[src/rtl/pmc_pkg.sv]
// Shared widths, addresses and register field types for the counter slice.
// Assumes a single event source of NUM_SUB sub-events per slice.
package pmc_pkg;
    localparam int CNT_BITS = 40;
    localparam int NUM_SUB  = 16;
    localparam int SUB_W    = 2;
    localparam int THR_W    = 4;
    localparam int INC_W    = $clog2(NUM_SUB * ((1 << SUB_W) - 1) + 1);
    localparam int EV_W     = NUM_SUB * SUB_W;

    localparam logic [1:0] ADDR_EVSEL = 2'd0;
    localparam logic [1:0] ADDR_CFG   = 2'd1;
    localparam logic [1:0] ADDR_CNT   = 2'd2;

    // Event-selection register, packed so that it maps onto bits 30:2.
    typedef struct packed {
        logic [5:0]         class_sel;
        logic [NUM_SUB-1:0] mask;
        logic [3:0]         tag_val;
        logic               tag_en;
        logic               os;
        logic               usr;
    } evsel_t;

    // Configuration register fields (bit positions set in the top module).
    typedef struct packed {
        logic             edge_en;
        logic [THR_W-1:0] thr;
        logic             compl;
        logic             cmp;
        logic [2:0]       sel;
        logic             en;
        logic             casc;
    } cfg_t;
endpackage

[src/rtl/pmc_event_qual.sv]
// Gates the sub-event counts by privilege and by mask, then sums them.
// Purely combinational; assumes priv level 0 is the most privileged.
module pmc_event_qual
    import pmc_pkg::*;
(
    input  logic [EV_W-1:0]    ev_cnt,
    input  logic [NUM_SUB-1:0] mask,
    input  logic               os,
    input  logic               usr,
    input  logic [1:0]         priv_lvl,
    output logic [INC_W-1:0]   inc
);
    logic               priv_ok;
    logic [INC_W-1:0]   part [NUM_SUB];

    // Privilege qualifier: level 0 needs os, any other level needs usr.
    always_comb priv_ok = (priv_lvl == 2'd0) ? os : usr;

    for (genvar k = 0; k < NUM_SUB; k++) begin : g_sub
        // Per-sub-event gate by its mask bit.
        always_comb part[k] = mask[k] ? INC_W'(ev_cnt[k*SUB_W +: SUB_W]) : '0;
    end

    // Adder over all gated sub-events.
    always_comb begin
        inc = '0;
        if (priv_ok) begin
            for (int k = 0; k < NUM_SUB; k++) inc = inc + part[k];
        end
    end
endmodule

[src/rtl/pmc_filter.sv]
// Threshold / complement / rising-edge filter on the per-cycle increment.
// Assumes active follows the enable flag; history clears while inactive.
module pmc_filter
    import pmc_pkg::*;
(
    input  logic             clk,
    input  logic             rst_n,
    input  logic             active,
    input  logic             cmp_en,
    input  logic             compl,
    input  logic             edge_en,
    input  logic [THR_W-1:0] thr,
    input  logic [INC_W-1:0] inc_in,
    output logic [INC_W-1:0] inc_out
);
    logic hit;
    logic hit_prev_q;

    // Threshold comparison, optionally inverted.
    always_comb hit = compl ? (inc_in <= INC_W'(thr)) : (inc_in > INC_W'(thr));

    // Output select: raw, level-filtered or edge-filtered.
    always_comb begin
        if (!cmp_en)      inc_out = inc_in;
        else if (edge_en) inc_out = INC_W'(hit && !hit_prev_q);
        else              inc_out = INC_W'(hit);
    end

    // Comparison history, cleared whenever disabled or not comparing.
    always_ff @(posedge clk) begin
        if (!rst_n || !active || !cmp_en) hit_prev_q <= 1'b0;
        else                              hit_prev_q <= hit;
    end

    // a_r7_edge_single: edge mode never delivers more than one count.
    a_r7_edge_single: assert property (@(posedge clk) disable iff (!rst_n)
        (cmp_en && edge_en) |-> (inc_out <= INC_W'(1)));
    // a_r5_level_single: compare mode yields at most one count per cycle.
    a_r5_level_single: assert property (@(posedge clk) disable iff (!rst_n)
        cmp_en |-> (inc_out <= INC_W'(1)));
endmodule

[src/rtl/pmc_counter.sv]
// 40-bit presettable counter with wrap pulse and cascade-start gating.
// Assumes a write always wins over a same-cycle increment.
module pmc_counter
    import pmc_pkg::*;
(
    input  logic                clk,
    input  logic                rst_n,
    input  logic                en,
    input  logic                casc_en,
    input  logic                casc_in,
    input  logic [INC_W-1:0]    inc,
    input  logic                wr,
    input  logic [CNT_BITS-1:0] wdata,
    output logic [CNT_BITS-1:0] cnt,
    output logic                ovf
);
    logic                started_q;
    logic                run;
    logic [CNT_BITS:0]   sum;

    // Counting is allowed when enabled and not waiting for a cascade start.
    always_comb run = en && (!casc_en || started_q);
    // Wide add exposing the carry out of the top bit.
    always_comb sum = {1'b0, cnt} + (CNT_BITS+1)'(inc);

    // Cascade start latch, re-armed when the counter is disabled.
    always_ff @(posedge clk) begin
        if (!rst_n || !en)            started_q <= 1'b0;
        else if (casc_en && casc_in)  started_q <= 1'b1;
    end

    // Counter register and overflow pulse.
    always_ff @(posedge clk) begin
        if (!rst_n) begin
            cnt <= '0;
            ovf <= 1'b0;
        end else if (wr) begin
            cnt <= wdata;
            ovf <= 1'b0;
        end else if (run) begin
            cnt <= sum[CNT_BITS-1:0];
            ovf <= sum[CNT_BITS];
        end else begin
            ovf <= 1'b0;
        end
    end

    // a_r4_idle_hold: without run or write the counter keeps its value.
    a_r4_idle_hold: assert property (@(posedge clk) disable iff (!rst_n)
        (!run && !wr) |=> $stable(cnt));
    // a_r11_write_wins: a write always lands exactly.
    a_r11_write_wins: assert property (@(posedge clk) disable iff (!rst_n)
        wr |=> (cnt == $past(wdata)));
    // a_r9_ovf_small: right after a wrap the counter is below one increment.
    a_r9_ovf_small: assert property (@(posedge clk) disable iff (!rst_n)
        ovf |-> (cnt < CNT_BITS'(1 << INC_W)));
    // a_r10_casc_wait: an armed but unstarted cascade counter holds.
    a_r10_casc_wait: assert property (@(posedge clk) disable iff (!rst_n)
        (en && casc_en && !started_q && !wr) |=> $stable(cnt));
endmodule

[src/rtl/pmc_slice.sv]
// Top of the filtered event counter slice: register bus, field decode and
// wiring of qualify, filter and counter stages. Reads are combinational.
module pmc_slice
    import pmc_pkg::*;
(
    input  logic                clk,
    input  logic                rst_n,
    input  logic                reg_wr,
    input  logic [1:0]          reg_addr,
    input  logic [CNT_BITS-1:0] reg_wdata,
    input  logic                reg_rd_low32,
    output logic [CNT_BITS-1:0] reg_rdata,
    input  logic [EV_W-1:0]     ev_cnt,
    input  logic [1:0]          priv_lvl,
    input  logic                casc_in,
    output logic                casc_out,
    output logic                ovf_pulse
);
    evsel_t              evsel_q;
    cfg_t                cfg_q;
    logic [INC_W-1:0]    qual_inc;
    logic [INC_W-1:0]    filt_inc;
    logic [CNT_BITS-1:0] cnt;
    logic                cnt_wr;

    // Counter write strobe decode.
    always_comb cnt_wr = reg_wr && (reg_addr == ADDR_CNT);

    // Event-selection register: bits 30:2 are stored.
    always_ff @(posedge clk) begin
        if (!rst_n)                                 evsel_q <= '0;
        else if (reg_wr && reg_addr == ADDR_EVSEL)  evsel_q <= reg_wdata[30:2];
    end

    // Configuration register: bits 15:11 and 24:18 are stored.
    always_ff @(posedge clk) begin
        if (!rst_n) cfg_q <= '0;
        else if (reg_wr && reg_addr == ADDR_CFG)
            cfg_q <= '{edge_en: reg_wdata[24], thr: reg_wdata[23:20],
                       compl: reg_wdata[19], cmp: reg_wdata[18],
                       sel: reg_wdata[15:13], en: reg_wdata[12],
                       casc: reg_wdata[11]};
    end

    // Read-data multiplexer.
    always_comb begin
        unique case (reg_addr)
            ADDR_EVSEL: reg_rdata = {9'd0, evsel_q, 2'd0};
            ADDR_CFG:   reg_rdata = {15'd0, cfg_q.edge_en, cfg_q.thr, cfg_q.compl,
                                     cfg_q.cmp, 2'd0, cfg_q.sel, cfg_q.en,
                                     cfg_q.casc, 11'd0};
            ADDR_CNT:   reg_rdata = reg_rd_low32 ? {8'd0, cnt[31:0]} : cnt;
            default:    reg_rdata = '0;
        endcase
    end

    pmc_event_qual u_qual (
        .ev_cnt   (ev_cnt),
        .mask     (evsel_q.mask),
        .os       (evsel_q.os),
        .usr      (evsel_q.usr),
        .priv_lvl (priv_lvl),
        .inc      (qual_inc)
    );

    pmc_filter u_filt (
        .clk     (clk),
        .rst_n   (rst_n),
        .active  (cfg_q.en),
        .cmp_en  (cfg_q.cmp),
        .compl   (cfg_q.compl),
        .edge_en (cfg_q.edge_en),
        .thr     (cfg_q.thr),
        .inc_in  (qual_inc),
        .inc_out (filt_inc)
    );

    pmc_counter u_cnt (
        .clk     (clk),
        .rst_n   (rst_n),
        .en      (cfg_q.en),
        .casc_en (cfg_q.casc),
        .casc_in (casc_in),
        .inc     (filt_inc),
        .wr      (cnt_wr),
        .wdata   (reg_wdata),
        .cnt     (cnt),
        .ovf     (ovf_pulse)
    );

    // Start signal to the partner is the overflow pulse.
    always_comb casc_out = ovf_pulse;

    // a_r2_priv_block: an unobserved privilege level leaves the counter alone.
    a_r2_priv_block: assert property (@(posedge clk) disable iff (!rst_n)
        (!cfg_q.cmp && !cnt_wr &&
         !((priv_lvl == 2'd0) && evsel_q.os) &&
         !((priv_lvl != 2'd0) && evsel_q.usr)) |=> $stable(cnt));
    // a_r9_pulse_one: the overflow pulse never lasts two cycles.
    a_r9_pulse_one: assert property (@(posedge clk) disable iff (!rst_n)
        ovf_pulse |=> !ovf_pulse);
endmodule

[config.mk]
export PLATFORM = sky130hd
export DESIGN_NAME = pmc_slice
export DESIGN_NICKNAME = d
export VERILOG_FILES = /design/src/rtl/pmc_pkg.sv /design/src/rtl/pmc_event_qual.sv /design/src/rtl/pmc_filter.sv /design/src/rtl/pmc_counter.sv /design/src/rtl/pmc_slice.sv
export SDC_FILE = /design/constraint.sdc
export NUM_CORES = 1
export LEC_CHECK = 0
export ABC_CLOCK_PERIOD_IN_PS = 8240
export BUFFER_PORTS_ARGS = -buffer_cell sky130_fd_sc_hd__buf_2
export CAP_MARGIN = 20
export CORE_MARGIN = 2
export CORE_UTILIZATION = 56
export CTS_CLUSTER_SIZE = 40
export DETAILED_ROUTE_END_ITERATION = 10
export GPL_ROUTABILITY_DRIVEN = 0
export GPL_TIMING_DRIVEN = 0
export PLACE_DENSITY = 0.82
export SYNTH_ARGS = -nofsm -noshare
export SYNTH_HDL_FRONTEND = slang
export SYNTH_SLANG_ARGS = --single-unit
[constraint.sdc]
create_clock -name clk -period 8.24 [get_ports clk]
set_clock_uncertainty 0.2 [all_clocks]
set_input_delay 0.824 -clock clk [delete_from_list [all_inputs] [get_ports clk]]
set_output_delay 0.824 -clock clk [all_outputs]
set_load 0.05 [all_outputs]
**After elaboration in Yosys (flattened, before gate mapping)**

Cells that the tools add are included.

- Input bits: 81
- Register bits after elaboration: 84
- Output and inout bits: 42
- Logic and storage cells: 82

- Add/sub/neg operators: 16
- Reduce and logical (&&, ||, !) cells: 18
- Order comparisons: 2
- Bitwise gates (word level): 2
- Equality and inequality tests: 2
- Muxes and demuxes: 25

Operators with widths:

| operator | number |
|---|---|
| 40-bit 2-to-1 mux | 3 |
| 40-bit one-hot mux with 3 select lines | 1 |
| 6-bit adder | 15 |
| 40-bit by 6-bit adder with 41-bit output | 1 |
| 2-bit 2-to-1 mux | 16 |
| 6-bit 2-to-1 mux | 2 |
| 6-bit by 4-bit > comparator with 1-bit output | 1 |
| 6-bit by 4-bit <= comparator with 1-bit output | 1 |
| 1-bit logical AND | 6 |
| 1-bit zero test | 5 |
| 2-bit zero test | 2 |
| 1-bit logical OR | 3 |
| 1-bit 2-to-1 mux | 3 |
| 3-bit OR reduction | 1 |
| 2-bit by 1-bit == test with 1-bit output, second input constant | 1 |
| 2-bit == test, second input constant | 1 |
| 1-bit inverter | 2 |
| 2-bit nonzero test | 1 |

**Logic depth before layout (Yosys ltp)**

- Depth after elaboration: 25
- Gate-level depth with buffers: 30
- Depth with buffers taken out: 30

**Modules after synthesis**

A second synthesis with hierarchy kept.

- Cell total of the unflattened synthesis: 709
- Area total of the unflattened synthesis: 6062.1 µm²

By module, submodules not included:

| module | area each (µm²) | cells each | instances |
|---|---|---|---|
| pmc_counter | 2567.5 | 312 | 1 |
| pmc_slice | 2223.4 | 249 | 1 |
| pmc_event_qual | 1023.5 | 116 | 1 |
| pmc_filter | 247.7 | 32 | 1 |

**Worst setup path before layout**

No wires, ideal clock.

- Path type: input-to-reg
- Start: input port ev_cnt[17]
- End: register u_cnt.cnt[24]
- Stages: 29
- Required time: 7.970 ns
- Arrival: 7.396 ns
- Setup time: 0.070 ns
- Slack: 0.575 ns
- Cell sequence: and2_1 fa_1 inv_1 fa_1 inv_1 fa_1 fa_1 inv_1 fa_1 inv_1 ha_1 fa_1 xnor2_1 nor2_1 ha_1 a21oi_1 o21ai_0 a2bb2oi_1 xor2_1 o22ai_1 ha_1 inv_1 fa_1 nor2b_1 o211ai_1 a2111oi_4 nand4_1 xor2_1 a21oi_1

- Word-level cells in the longest chain between the ends: 18
- Elaborated cells between the ends (all ways): 19
- Classes of those cells: add/sub (9); order compare (2); mux (7); reduce/logical (1)

Ends and longest elaborated chain:

| element | RTL line | RTL |
|---|---|---|
| start: declaration | pmc_slice.sv:13 | `input logic [EV_W-1:0] ev_cnt,` |
| 2-bit 2-to-1 mux (*) | pmc_event_qual.sv:21 | `always_comb part[k] = mask[k] ? INC_W'(ev_cnt[k*SUB_W +: SUB_W]) : '0;` |
| 6-bit adder (*) (8 in a row) | pmc_event_qual.sv:28 | `for (int k = 0; k < NUM_SUB; k++) inc = inc + part[k];` |
| 6-bit 2-to-1 mux (*) | pmc_event_qual.sv:27 | `if (priv_ok) begin` |
| 6-bit by 4-bit > comparator with 1-bit output / 6-bit by 4-bit <= comparator with 1-bit output (equally long branches) | pmc_filter.sv:20 | `always_comb hit = compl ? (inc_in <= INC_W'(thr)) : (inc_in > INC_W'(thr));` |
| 1-bit 2-to-1 mux | pmc_filter.sv:20 |  |
| 1-bit logical AND | pmc_filter.sv:25 | `else if (edge_en) inc_out = INC_W'(hit && !hit_prev_q);` |
| 1-bit 2-to-1 mux | pmc_filter.sv:25 |  |
| 6-bit 2-to-1 mux (*) | pmc_filter.sv:24 | `if (!cmp_en) inc_out = inc_in;` |
| 40-bit by 6-bit adder with 41-bit output (*) | pmc_counter.sv:24 | `always_comb sum = {1'b0, cnt} + (CNT_BITS+1)'(inc);` |
| 40-bit 2-to-1 mux (*) | pmc_counter.sv:40 | `end else if (run) begin` |
| 40-bit 2-to-1 mux (*) | pmc_counter.sv:37 | `end else if (wr) begin` |
| end signal: assignment | pmc_counter.sv:38 | `cnt <= wdata;` |
| end signal: assignment | pmc_counter.sv:41 | `cnt <= sum[CNT_BITS-1:0];` |
| end: declaration | pmc_counter.sv:14 | `output logic [CNT_BITS-1:0] cnt,` |

Mark *: on every way between the ends. The rest lies on a longest branch, timed or not. The select of a mux whose other input is x is not followed.
A chain may end at the register's enable or synchronous reset.

**Final worst setup path**

- Start: input port ev_cnt[17]
- End: register u_cnt.cnt[14]

The elaborated chain is that of the path after synthesis.

==> impl_metrics.json <==
{
  "syn2layout_area_growth_pct": 18.1,
  "met3_length_um": 1240,
  "fp.dieH_um": 105,
  "core_area_mm2": 0.00986,
  "min_path_cells": 2,
  "vdd_drop_max_mv": 0.0958,
  "n_fill_cell": 819,
  "async_flop_share_pct": 0,
  "final_max_slew_viol_count": 0,
  "worstPathRequired_ns": 8.25,
  "synth_edf_count": 0,
  "cts_max_level": 3,
  "min-delay-start": "cfg_q[2]",
  "crit_fanout": 4,
  "cp_data_arrival_time_ns": 7.87,
  "met2_length_um": 8070,
  "worstRegToRegCells": 29,
  "syn_area_per_cell_um2": 8.11,
  "port_buffers": 121,
  "hold_viol_final": 0,
  "max_freq_ghz": 0.127,
  "final_common_cell": "nand2_1",
  "hold_slack_ns": 0.268,
  "clkSinkCount": 84,
  "wl_um": 16600,
  "wl_per_cell_um": 17.0,
  "synth_top_area_cell": "dfxtp_1",
  "io_pins": 123,
  "diodes": 0,
  "setup_tns_ns": 0,
  "syn_nets": 832,
  "rows": 36,
  "cts_root_buffer": "clkbuf_8",
  "insertion_delay_ns": 0.36,
  "grt_max_degree": 15,
  "r2r-end": "u_cnt.cnt[14]",
  "clk_path_buf_depth": 2,
  "slew_headroom_pct": 44.0,
  "vias": 5597,
  "setup_violations": 0,
  "startpoint_type": "input port",
  "critPathSlowestCell": "fa_1",
  "syn-instance-count": 706,
  "synth_top_area_share_pct": 29.4,
  "antenna_found_initial": 0,
  "grt_use_total_pct": 30.5,
  "yosysSeqAreaShare_pct": 29.4,
  "power.leakage_uw": 0.00297,
  "whs_endpoint": "cfg_q[2]",
  "cts_tree": "done",
  "holdCritPathClass": "register to register",
  "critical_path_class": "input port to register",
  "routed_via_density": 5.72,
  "initialDrtViolationCount": 468,
  "synth_flop_cell": "dfxtp_1",
  "ant_nets": 0,
  "synth_seq_cells": 84,
  "die-area_mm2": 0.0111,
  "slowest_delay_ns": 0.54,
  "r2r_setup_slack_ns": 0.50,
  "ys_types": 49,
  "post-dp-hpwl_um": 12800,
  "cpMostUsedCell": "fa_1",
  "ys_top_cells_by_area": "dfxtp_1 (29%), nand2_1 (9.6%), fa_1 (9.4%)",
  "fin_util_pct": 68.6,
  "syn_area_mm2": 0.00573,
  "path_clk_slew_ns": 0.07,
  "layout.nets": 967,
  "drt-met1-wl_um": 6790,
  "drc": 0,
  "endpoint_kind": "register",
  "reg2reg_from": "evsel_q[22]",
  "cts_buffers": 9,
  "first_pass_iters": 5,
  "max_cap_viol_count": 0,
  "start_util_pct": 58.1,
  "grt_first_pass_wirelength_um": 26800,
  "p_per_area_mw_per_mm2": 138,
  "period_needed_ns": 7.86,
  "outcome": "completed",
  "synth.yosys.warnings": 0,
  "final_cell_mix": "nand2_1 (147), buf_2 (122), dfxtp_1 (84), o21ai_0 (50), inv_1 (45)",
  "ctsHoldBuffers": 0,
  "grt_pass1_vias": 5552,
  "top_layer": "met4",
  "drive_gt1_share_pct": 18.9,
  "fin_crit_sh_pct": 95.4,
  "grt_overflow": 0,
  "worst_pin_slew_ns": 0.840,
  "fp.dieW_um": 105
}
[registers in the layout, indices dropped and copies added, names as in the netlist]
register	cells
u_cnt.ovf	1
evsel_q	29
u_cnt.cnt	40
u_cnt.started_q	1
u_filt.hit_prev_q	1
cfg_q	12
[cells in the mapped netlist (all sizes together), types with 9 or more instances]
cell	instances
a21boi	42
a21oi	39
and2	25
clkbuf	33
dfxtp	84
fa	27
ha	18
inv	45
mux2i	36
nand2	147
nand3	16
nor2	34
nor2b	9
o21ai	52
xnor2	14
xor2	25
[kinds of logic after synthesis]
family,count (synthesis),synth area share [%]
and+or+nand+nor,264,21.7
AOI/OAI and AO/OA,155,17.5
DFF,84,29.4
buffers and inverters,81,5.40
adders and majority gates,45,13.4
xor gates and xnor gates,39,5.96
muxes,38,6.68
[timing repair]
action / in CTS / in global routing
setup buffers: 0 / 3
setup endpoints to repair: 0 / 15
resized for setup: 0 / 6
[per-stage QoR]
step	total power, uW	setup slack, ns	cells	cell area, um^2
finish	933	0.380	979	6770
detailed placement	612	-0.322	960	6500
global placement	606	-0.164	960	6500
CTS	929	0.0231	976	6720
floorplan	552	0.575	706	5730
global route	969	-0.00281	979	6770
[worst max-delay path: cells and delay by family]
kind | cells | cell delay (ns)
adders and majority gates | 10 | 4.21
buffers and inverters | 7 | 0.54
and+or+nand+nor | 4 | 0.67
xor gates and xnor gates | 3 | 0.46
AOI/OAI and AO/OA | 7 | 1.19
[how the worst max path moves through the flow]
stage,cells after the start,end,from
global placement,30,u_cnt.cnt[26],ev_cnt[17]
CTS,30,u_cnt.cnt[24],ev_cnt[17]
detailed placement,30,u_cnt.cnt[24],ev_cnt[17]
finish,31,u_cnt.cnt[14],ev_cnt[17]
global route,32,u_cnt.cnt[24],ev_cnt[17]
floorplan,29,u_cnt.cnt[24],ev_cnt[17]
[routing by layer]
metal / vias to the layer above / global-route usage [%]
met5: - / 0
met4: 0 / 10.2
met3: 47 / 4.24
met2: 284 / 53.5
met1: 2637 / 38.4
li1: 2629 / -
[power breakdown]
| part | internal (uW) | switching, uW |
|---|---|---|
| combinational | 62.1 | 101 |
| clock | 173 | 153 |
| sequential | 424 | 20.4 |
[layout make-up]
class	instances	area (um^2)	area share (%)
inverter	45	169	2.50
multi-input combinational	541	3760	55.6
sequential	84	1680	24.9
buffer	36	140	2.07
clock inverter	5	85.1	1.26
tap	133	166	2.46
timing repair buffer	124	632	9.34
clock buffer	11	131	1.94
Power figures use the tool's default switching activity.
